$ cat src/rtl/pws_pkg.sv
package pws_pkg;

  typedef enum logic [1:0] {
    KIND_IDLE = 2'b00,
    KIND_BUSY = 2'b01,
    KIND_NSEQ = 2'b10,
    KIND_SEQ  = 2'b11
  } kind_e;

  localparam logic [2:0] SZ_BYTE = 3'd0;
  localparam logic [2:0] SZ_HALF = 3'd1;
  localparam logic [2:0] SZ_WORD = 3'd2;

  localparam logic RESP_OKAY = 1'b0;

  // A kind moves data only when its upper bit is set (non-sequential or sequential)
  function automatic logic moves_data(input logic [1:0] kind);
    return kind[1];
  endfunction

endpackage

$ cat src/rtl/pws_phase_reg.sv
module pws_phase_reg
  import pws_pkg::*;
#(
  parameter int IDX_W = 4,
  parameter int BOFF  = 2
) (
  input  logic              clk,
  input  logic              rst_n,
  input  logic              rdy_in,
  input  logic [1:0]        kind,
  input  logic [IDX_W+BOFF-1:0] addr_lo,
  input  logic              write,
  input  logic [2:0]        size,
  output logic              dp_act,
  output logic [IDX_W-1:0]  dp_idx,
  output logic [BOFF-1:0]   dp_off,
  output logic              dp_write,
  output logic [2:0]        dp_size
);

  always_ff @(posedge clk or negedge rst_n) begin
    if (!rst_n) begin
      dp_act   <= 1'b0;
      dp_idx   <= '0;
      dp_off   <= '0;
      dp_write <= 1'b0;
      dp_size  <= SZ_WORD;
    end else if (rdy_in) begin
      dp_act <= moves_data(kind);
      if (moves_data(kind)) begin
        dp_idx   <= addr_lo[BOFF +: IDX_W];
        dp_off   <= addr_lo[BOFF-1:0];
        dp_write <= write;
        dp_size  <= size;
      end
    end
  end

endmodule

$ cat src/rtl/pws_wait_ctr.sv
module pws_wait_ctr #(
  parameter int WAIT_W = 2
) (
  input  logic              clk,
  input  logic              rst_n,
  input  logic              rdy_in,
  input  logic              start,
  input  logic [WAIT_W-1:0] cfg,
  output logic              expired
);

  logic [WAIT_W-1:0] cnt;

  always_ff @(posedge clk or negedge rst_n) begin
    if (!rst_n) begin
      cnt <= '0;
    end else if (rdy_in) begin
      cnt <= start ? cfg : '0;
    end else if (cnt != '0) begin
      cnt <= cnt - WAIT_W'(1);
    end
  end

  assign expired = (cnt == '0);

endmodule

$ cat src/rtl/pws_regfile.sv
module pws_regfile #(
  parameter int WORDS  = 16,
  parameter int DATA_W = 32,
  localparam int LANES = DATA_W / 8,
  localparam int IDX_W = $clog2(WORDS)
) (
  input  logic              clk,
  input  logic              rst_n,
  input  logic              we,
  input  logic [IDX_W-1:0]  idx,
  input  logic [LANES-1:0]  lane_en,
  input  logic [DATA_W-1:0] wdata,
  output logic [DATA_W-1:0] rdata
);

  logic [DATA_W-1:0] mem [WORDS];

  for (genvar w = 0; w < WORDS; w++) begin : g_word
    for (genvar l = 0; l < LANES; l++) begin : g_lane
      always_ff @(posedge clk or negedge rst_n) begin
        if (!rst_n) begin
          mem[w][8*l +: 8] <= '0;
        end else if (we && lane_en[l] && (idx == IDX_W'(w))) begin
          mem[w][8*l +: 8] <= wdata[8*l +: 8];
        end
      end
    end
  end

  assign rdata = mem[idx];

endmodule

$ cat src/rtl/pipe_wait_slave.sv
module pipe_wait_slave
  import pws_pkg::*;
#(
  parameter int ADDR_W = 32,
  parameter int DATA_W = 32,
  parameter int WORDS  = 16,
  parameter int WAIT_W = 2
) (
  input  logic              clk,
  input  logic              rst_n,
  input  logic [1:0]        xfer_kind,
  input  logic [ADDR_W-1:0] xfer_addr,
  input  logic              xfer_write,
  input  logic [2:0]        xfer_size,
  input  logic [DATA_W-1:0] wr_data,
  input  logic              rdy_in,
  input  logic [WAIT_W-1:0] wait_cfg,
  output logic [DATA_W-1:0] rd_data,
  output logic              rdy_out,
  output logic              resp
);

  localparam int LANES = DATA_W / 8;
  localparam int BOFF  = $clog2(LANES);
  localparam int IDX_W = $clog2(WORDS);
  localparam int LO_W  = IDX_W + BOFF;

  // Lanes touched by an access of size code sz at byte offset off
  function automatic logic [LANES-1:0] lane_mask(input logic [2:0] sz,
                                                 input logic [BOFF-1:0] off);
    logic [LANES-1:0] m;
    int nb;
    int base;
    nb = 1 << sz;
    if (nb > LANES) nb = LANES;
    base = int'(off) & ~(nb - 1);
    for (int l = 0; l < LANES; l++) m[l] = (l >= base) && (l < base + nb);
    return m;
  endfunction

  logic              unused_hi;
  assign unused_hi = ^xfer_addr[ADDR_W-1:LO_W];

  logic              dp_act;
  logic [IDX_W-1:0]  dp_idx;
  logic [BOFF-1:0]   dp_off;
  logic              dp_write;
  logic [2:0]        dp_size;
  logic              wait_done;
  logic              write_fire;
  logic              read_fire;
  logic [LANES-1:0]  lane_en;
  logic [DATA_W-1:0] store_word;

  pws_phase_reg #(.IDX_W(IDX_W), .BOFF(BOFF)) u_phase (
    .clk      (clk),
    .rst_n    (rst_n),
    .rdy_in   (rdy_in),
    .kind     (xfer_kind),
    .addr_lo  (xfer_addr[LO_W-1:0]),
    .write    (xfer_write),
    .size     (xfer_size),
    .dp_act   (dp_act),
    .dp_idx   (dp_idx),
    .dp_off   (dp_off),
    .dp_write (dp_write),
    .dp_size  (dp_size)
  );

  pws_wait_ctr #(.WAIT_W(WAIT_W)) u_wait (
    .clk     (clk),
    .rst_n   (rst_n),
    .rdy_in  (rdy_in),
    .start   (moves_data(xfer_kind)),
    .cfg     (wait_cfg),
    .expired (wait_done)
  );

  // Named events for the checker
  assign write_fire = dp_act &  dp_write & wait_done;
  assign read_fire  = dp_act & ~dp_write & wait_done;
  assign lane_en    = lane_mask(dp_size, dp_off);

  pws_regfile #(.WORDS(WORDS), .DATA_W(DATA_W)) u_file (
    .clk     (clk),
    .rst_n   (rst_n),
    .we      (write_fire),
    .idx     (dp_idx),
    .lane_en (lane_en),
    .wdata   (wr_data),
    .rdata   (store_word)
  );

  assign rdy_out = ~dp_act | wait_done;
  assign rd_data = read_fire ? store_word : '0;
  assign resp    = RESP_OKAY;

endmodule

$ cat config.mk
export PLATFORM = sky130hd
export DESIGN_NAME = pipe_wait_slave
export DESIGN_NICKNAME = d
export VERILOG_FILES = /design/src/rtl/pws_pkg.sv /design/src/rtl/pws_phase_reg.sv /design/src/rtl/pws_wait_ctr.sv /design/src/rtl/pws_regfile.sv /design/src/rtl/pipe_wait_slave.sv
export SDC_FILE = /design/constraint.sdc
export NUM_CORES = 1
export LEC_CHECK = 0
export ABC_AREA = 0
export BUFFER_PORTS_ARGS = -buffer_cell sky130_fd_sc_hd__buf_4
export CAP_MARGIN = 20
export CORE_ASPECT_RATIO = 1.25
export CORE_MARGIN = 2
export CORE_UTILIZATION = 60
export DETAILED_ROUTE_END_ITERATION = 6
export MAX_ROUTING_LAYER = met4
export PLACE_DENSITY = 0.81
export SLEW_MARGIN = 30
export SYNTH_ARGS = -nofsm -noshare
export SYNTH_HDL_FRONTEND = slang
export SYNTH_SLANG_ARGS = --single-unit
$ cat constraint.sdc
create_clock -name clk -period 5.3 [get_ports clk]
set_input_delay 1.06 -clock clk [delete_from_list [all_inputs] [get_ports clk]]
set_output_delay 1.06 -clock clk [all_outputs]
set_load 0.01 [all_outputs]
Yosys cells after proc, flatten, opt, wreduce, memory -nomap -nowiden:

Cells that the tools add are included.

* bits in registers: 525
* input bits: 75

* add/subtract/negate cells: 3
* order comparisons: 10
* equal/unequal tests: 15
* shift operators: 1
* multiplexer cells: 8
* bitwise operators: 10
* reduce and logical (&&, ||, !) cells: 77

Operators with widths (number)
* 32-bit binary-select mux with 4-bit select: 1
* 32-bit two-way mux: 4
* 1-bit logical AND: 72
* 3-bit by 32-bit >= comparator with 1-bit output, first input constant: 2
* 3-bit by 32-bit less-than comparator with 1-bit output, first input constant: 2
* 32-bit adder: 1
* 3-bit by 32-bit AND with 32-bit output: 1
* 4-bit == test, second input constant: 8
* 1-bit by 32-bit >= comparator with 1-bit output, first input constant: 1
* 2-bit by 32-bit >= comparator with 1-bit output, first input constant: 1
* 32-bit by 4-bit greater-than comparator with 1-bit output, second input constant: 1
* 1-bit by 32-bit less-than comparator with 1-bit output, first input constant: 1
* 2-bit by 32-bit less-than comparator with 1-bit output, first input constant: 1
* 32-bit NOT: 1
* 1-bit by 3-bit << shifter with 32-bit output, first input constant: 1
* 32-bit by 2-bit subtractor with 32-bit output, second input constant: 1
* 4-bit by 3-bit == test with 1-bit output, second input constant: 4
* 4-bit by 2-bit == test with 1-bit output, second input constant: 2
* 2-bit two-way mux: 3
* 5-bit >= comparator, second input constant: 1
* 4-bit NOT with 5-bit output: 1
* 1-bit AND: 4
* 4-bit by 1-bit == test with 1-bit output, second input constant: 1
* 4-bit zero test: 1
* other kinds (6): 8

Depth between registers and ports, before layout:

* depth in word-level cells: 11
* mapped depth: 11

Hierarchy:

From an unflattened synthesis, not the netlist that was laid out.

* cells, all modules: 1532
* area, all modules: 24785.0 µm²

Modules (own cells, without submodules)
* pws_regfile: instances 1, cells each 1432, area an instance 23820.3 µm²
* pws_phase_reg: instances 1, cells each 25, area an instance 449.2 µm²
* pipe_wait_slave: instances 1, cells each 63, area an instance 389.1 µm²
* pws_wait_ctr: instances 1, cells each 12, area an instance 126.4 µm²

Worst setup path after synthesis:

OpenSTA, ideal clock, no wires.

* path type: register to output
* start point: register u_phase.dp_idx[0]
* end point: output port rd_data[10]
* data arrival time: 1.966 ns
* required time: 4.240 ns
* slack: 2.274 ns
* cell stages (with the launch flop): 5
* path through: dfrtp_1 > buf_1 > mux4_2 > a22o_1 > a221o_1

* cells in the longest elaborated chain, start to end: 5

Ends and longest elaborated chain
* start, declared: line pws_phase_reg.sv:15 `output logic [IDX_W-1:0] dp_idx,`
* start signal, assigned: line pws_phase_reg.sv:31 `dp_idx <= addr_lo[BOFF +: IDX_W];`
* 4-bit NOT with 5-bit output (not written as such): line pws_regfile.sv:30 `assign rdata = mem[idx];`
* 32-bit binary-select mux with 4-bit select: line pws_regfile.sv:30
* 32-bit two-way mux (not written as such) (2 in a row): line pws_regfile.sv:30
* 32-bit two-way mux: line pipe_wait_slave.sv:95 `assign rd_data = read_fire ? store_word : '0;`
* end, declared: line pipe_wait_slave.sv:18 `output logic [DATA_W-1:0] rd_data,`

No other way between the ends. The select of a mux whose other input is x is not followed.

Worst setup path in the final report:

* start point: register u_phase.dp_idx[0]
* end point: output port rd_data[29]

Same word-level chain as after synthesis.

==> metrics <==
status=finished clean; skew final=0.01455 ns; met1 Use GR=0.3712; Synth Area in Compound Gates=0.02766; GR Layer Usage met3=0.03352; part of the cycle the worst path needs=0.8212; initial core utilization=0.6045; fillcell total=2693; maximum vdd drop=325.6 uV; cell taking the most area after synthesis=dfrtp_1; Detail Route Antenna Nets=0; pin count of the biggest net entering global routing=120; count of cell types in the netlist=47; grt total ovfl=0; Core Region=39810 sq um; Slew HR=0.3769; Mapped Cells=1476; Fin. Hold Viols=0; H-tree depth reported by CTS=2; most common cell in the netlist=dfrtp_1; largest family of logic cells by synthesized area=multiplexers; DRT Pass-1 Iters=5; Post-synth EDFFs=0; 1st-iter DRT viols=933; Finished Core Util=0.6737; CP max stage delay=0.96 ns; global-route wire length before repair=84000 microns; grt peak-use layer=met2; initial antenna violation count=0; worst hold path class=flop to flop; syn_nets=1553; Detail Placement HPWL=32120 microns; die width=183.1 microns; setup bufs post-CTS=0; P&R area growth vs syn=11.45%; xor and xnor area share after synthesis=0.0007279; clk slew on worst S/H paths=0.06 ns; number of global-route vias before repair=14530; fraction of registers with async set/reset=1.000; crit-path cells=buf_12 > mux4_2 > a22o_1 > a221o_1 > buf_4; max-cap violation count=0; Final Max Slew Viols=0; Tmin final=4.352 ns; Synth Area per Inst=16.30 sq um; n_diodes=0; sequential share of the synthesized area=0.5460; Worst Setup End Kind=output pin; post-synthesis simple-gate area fraction=0.04128; Crit Path Class=flop to output pin; Final Instance Area=26820 sq um; Arrival @ worst endpoint=3.29 ns; Critical Path Source Type=flop; post-synthesis mux area share=0.3645; Final setup viols=0; register bit total from synthesis=525; LEAKAGE=11.75 nW; post_cts resized=0; port bufs=80; Max Fclk=0.2298 GHz; Post-synth top cells=dfrtp_1, mux2_2, mux4_2; Worst-Skew Late Latency=0.57 ns; final layout net count=1616; area of the die=41740 sq um; Placed Area=25160 sq um; worst-margin pin slew=0.9346 ns; unrepaired setup endpoints after global routing=false; post-synth top area share=0.5449; # rows=82; Slowest cell on crit path=dfrtp_4; GPL Wtd Cong=0.7961; CTS buffer count=51; clk sinks=525; Crit path required time=4.24 ns; footprint of the multi-input gates=10510 sq um; IO Pins=109; P per Cell Area=461.0 nW/um^2; Synth Flop Type=dfrtp_1; vias per cell=6.539; root buf cell=clkbuf_16; grt met2 use=0.4265; GRT Overall Usage=0.2702; layout cells sized above 1=0.5609; Final TNS setup=0 ns; mapped cell area=24060 sq um; cts hold-fix bufs=0; Via Count=13600; register area=13150 sq um; post-synthesis adder-cell area fraction=0.001040; Yosys warnings=0; total wire length=53100 microns; drt drc=0; CTS tree=done; WL/cell=25.53 microns; Synth area leaders=dfrtp_1, mux2_2, mux4_2, a221o_1, a22o_1; die height=227.9 microns; Critical Path Fanout Max=62; CTS max path bufs=3
==> critical path: cells and delay by family, from the launching register on <==
family / cells / cell delay, ns
muxes: 1 / 0.56
buffers and inverters: 2 / 0.59
AOI/OAI and AO/OA: 2 / 0.55
DFF: 1 / 0.96
==> power by group <==
| part | internal, mW | leakage (nW) | switching [mW] |
|---|---|---|---|
| registers | 5.33 | 6.61 | 0.708 |
| logic | 1.78 | 4.32 | 0.983 |
| clock network | 2.08 | 0.816 | 1.49 |
| total | 9.18 | 11.8 | 3.18 |
==> stage by stage <==
step           hold slack, ns  power (mW)  worst slack (ns)  std cells
6_report               0.4816       12.36            0.9479       2080
3_3_place_gp           0.4637       8.604             1.490       1989
2_1_floorplan          0.4526       8.098             2.274       1476
3_5_place_dp           0.4729       8.856             1.485       1989
4_1_cts                0.4864       12.43            0.8650       2079
5_1_grt                0.5043       12.94            0.7467       2080
==> cells by family after synthesis <==
kind of cell    after synthesis
flops                       525
simple gates                121
fa+ha+maj                     2
buf+inv                     100
other cells                   1
xor+xnor                      2
mux                         651
compound gates               74
==> layout make-up <==
class,count,share of cell area
sequential,525,0.4902
multi-input combinational,851,0.3917
clock buffer,78,0.05705
timing repair buffer,104,0.03266
tap,504,0.02351
clock inverter,12,0.004105
inverter,6,0.0008397
==> final timing paths <==
kind | startpoint | depth (start not counted) | slack [ns] | to
worst max-delay path | u_phase.dp_idx[0] | 5 | 0.95 | rd_data[29]
worst min-delay path | u_file.mem[397] | 1 | 0.48 | u_file.mem[397]
worst max register to register | u_phase.dp_size[0] | 8 | 1.50 | u_file.mem[214]
worst min register to register | u_file.mem[397] | 1 | 0.48 | u_file.mem[397]
max in group asynchronous | rst_n | 2 | 3.57 | u_file.mem[468]
min in group asynchronous | rst_n | 1 | 0.54 | u_file.mem[484]
==> flip-flops by register name (all words and copies together), names as in the netlist <==
| name | count |
|---|---|
| u_phase.dp_size | 3 |
| u_phase.dp_off | 2 |
| u_file.mem | 512 |
| u_phase.dp_idx | 4 |
| u_phase.dp_write | 1 |
| u_phase.dp_act | 1 |
| u_wait.cnt | 2 |
==> cells in the final DEF, fill, tap and decap left out, types with 3 or more instances in the layout <==
master     count
a221o_1       31
a22o_1        31
buf_12         7
buf_4         96
clkbuf_1      14
clkbuf_16     53
clkbuf_8      11
clkinv_2      10
dfrtp_1      522
inv_1          6
mux2_1         7
mux2_2       515
mux4_2       128
nand2_1        6
nand3_1        5
nand3_2       15
nand3b_1       6
nand3b_2       5
nand4_1        6
nand4b_1       4
nand4bb_1      3
nor2_1        16
nor2_2        15
nor3_1         3
nor3_4        15
nor3b_1        3
o21ai_0        4
or4b_1         5
==> per-layer routing <==
| metal | wire (microns) | vias to the layer above |
|---|---|---|
| met3 | 2370 | 116 |
| met5 | 0 | - |
| met1 | 22540 | 7379 |
| met2 | 26470 | 327 |
| li1 | - | 5780 |
| met4 | 1716 | 0 |
Power figures use the tool's default switching activity.
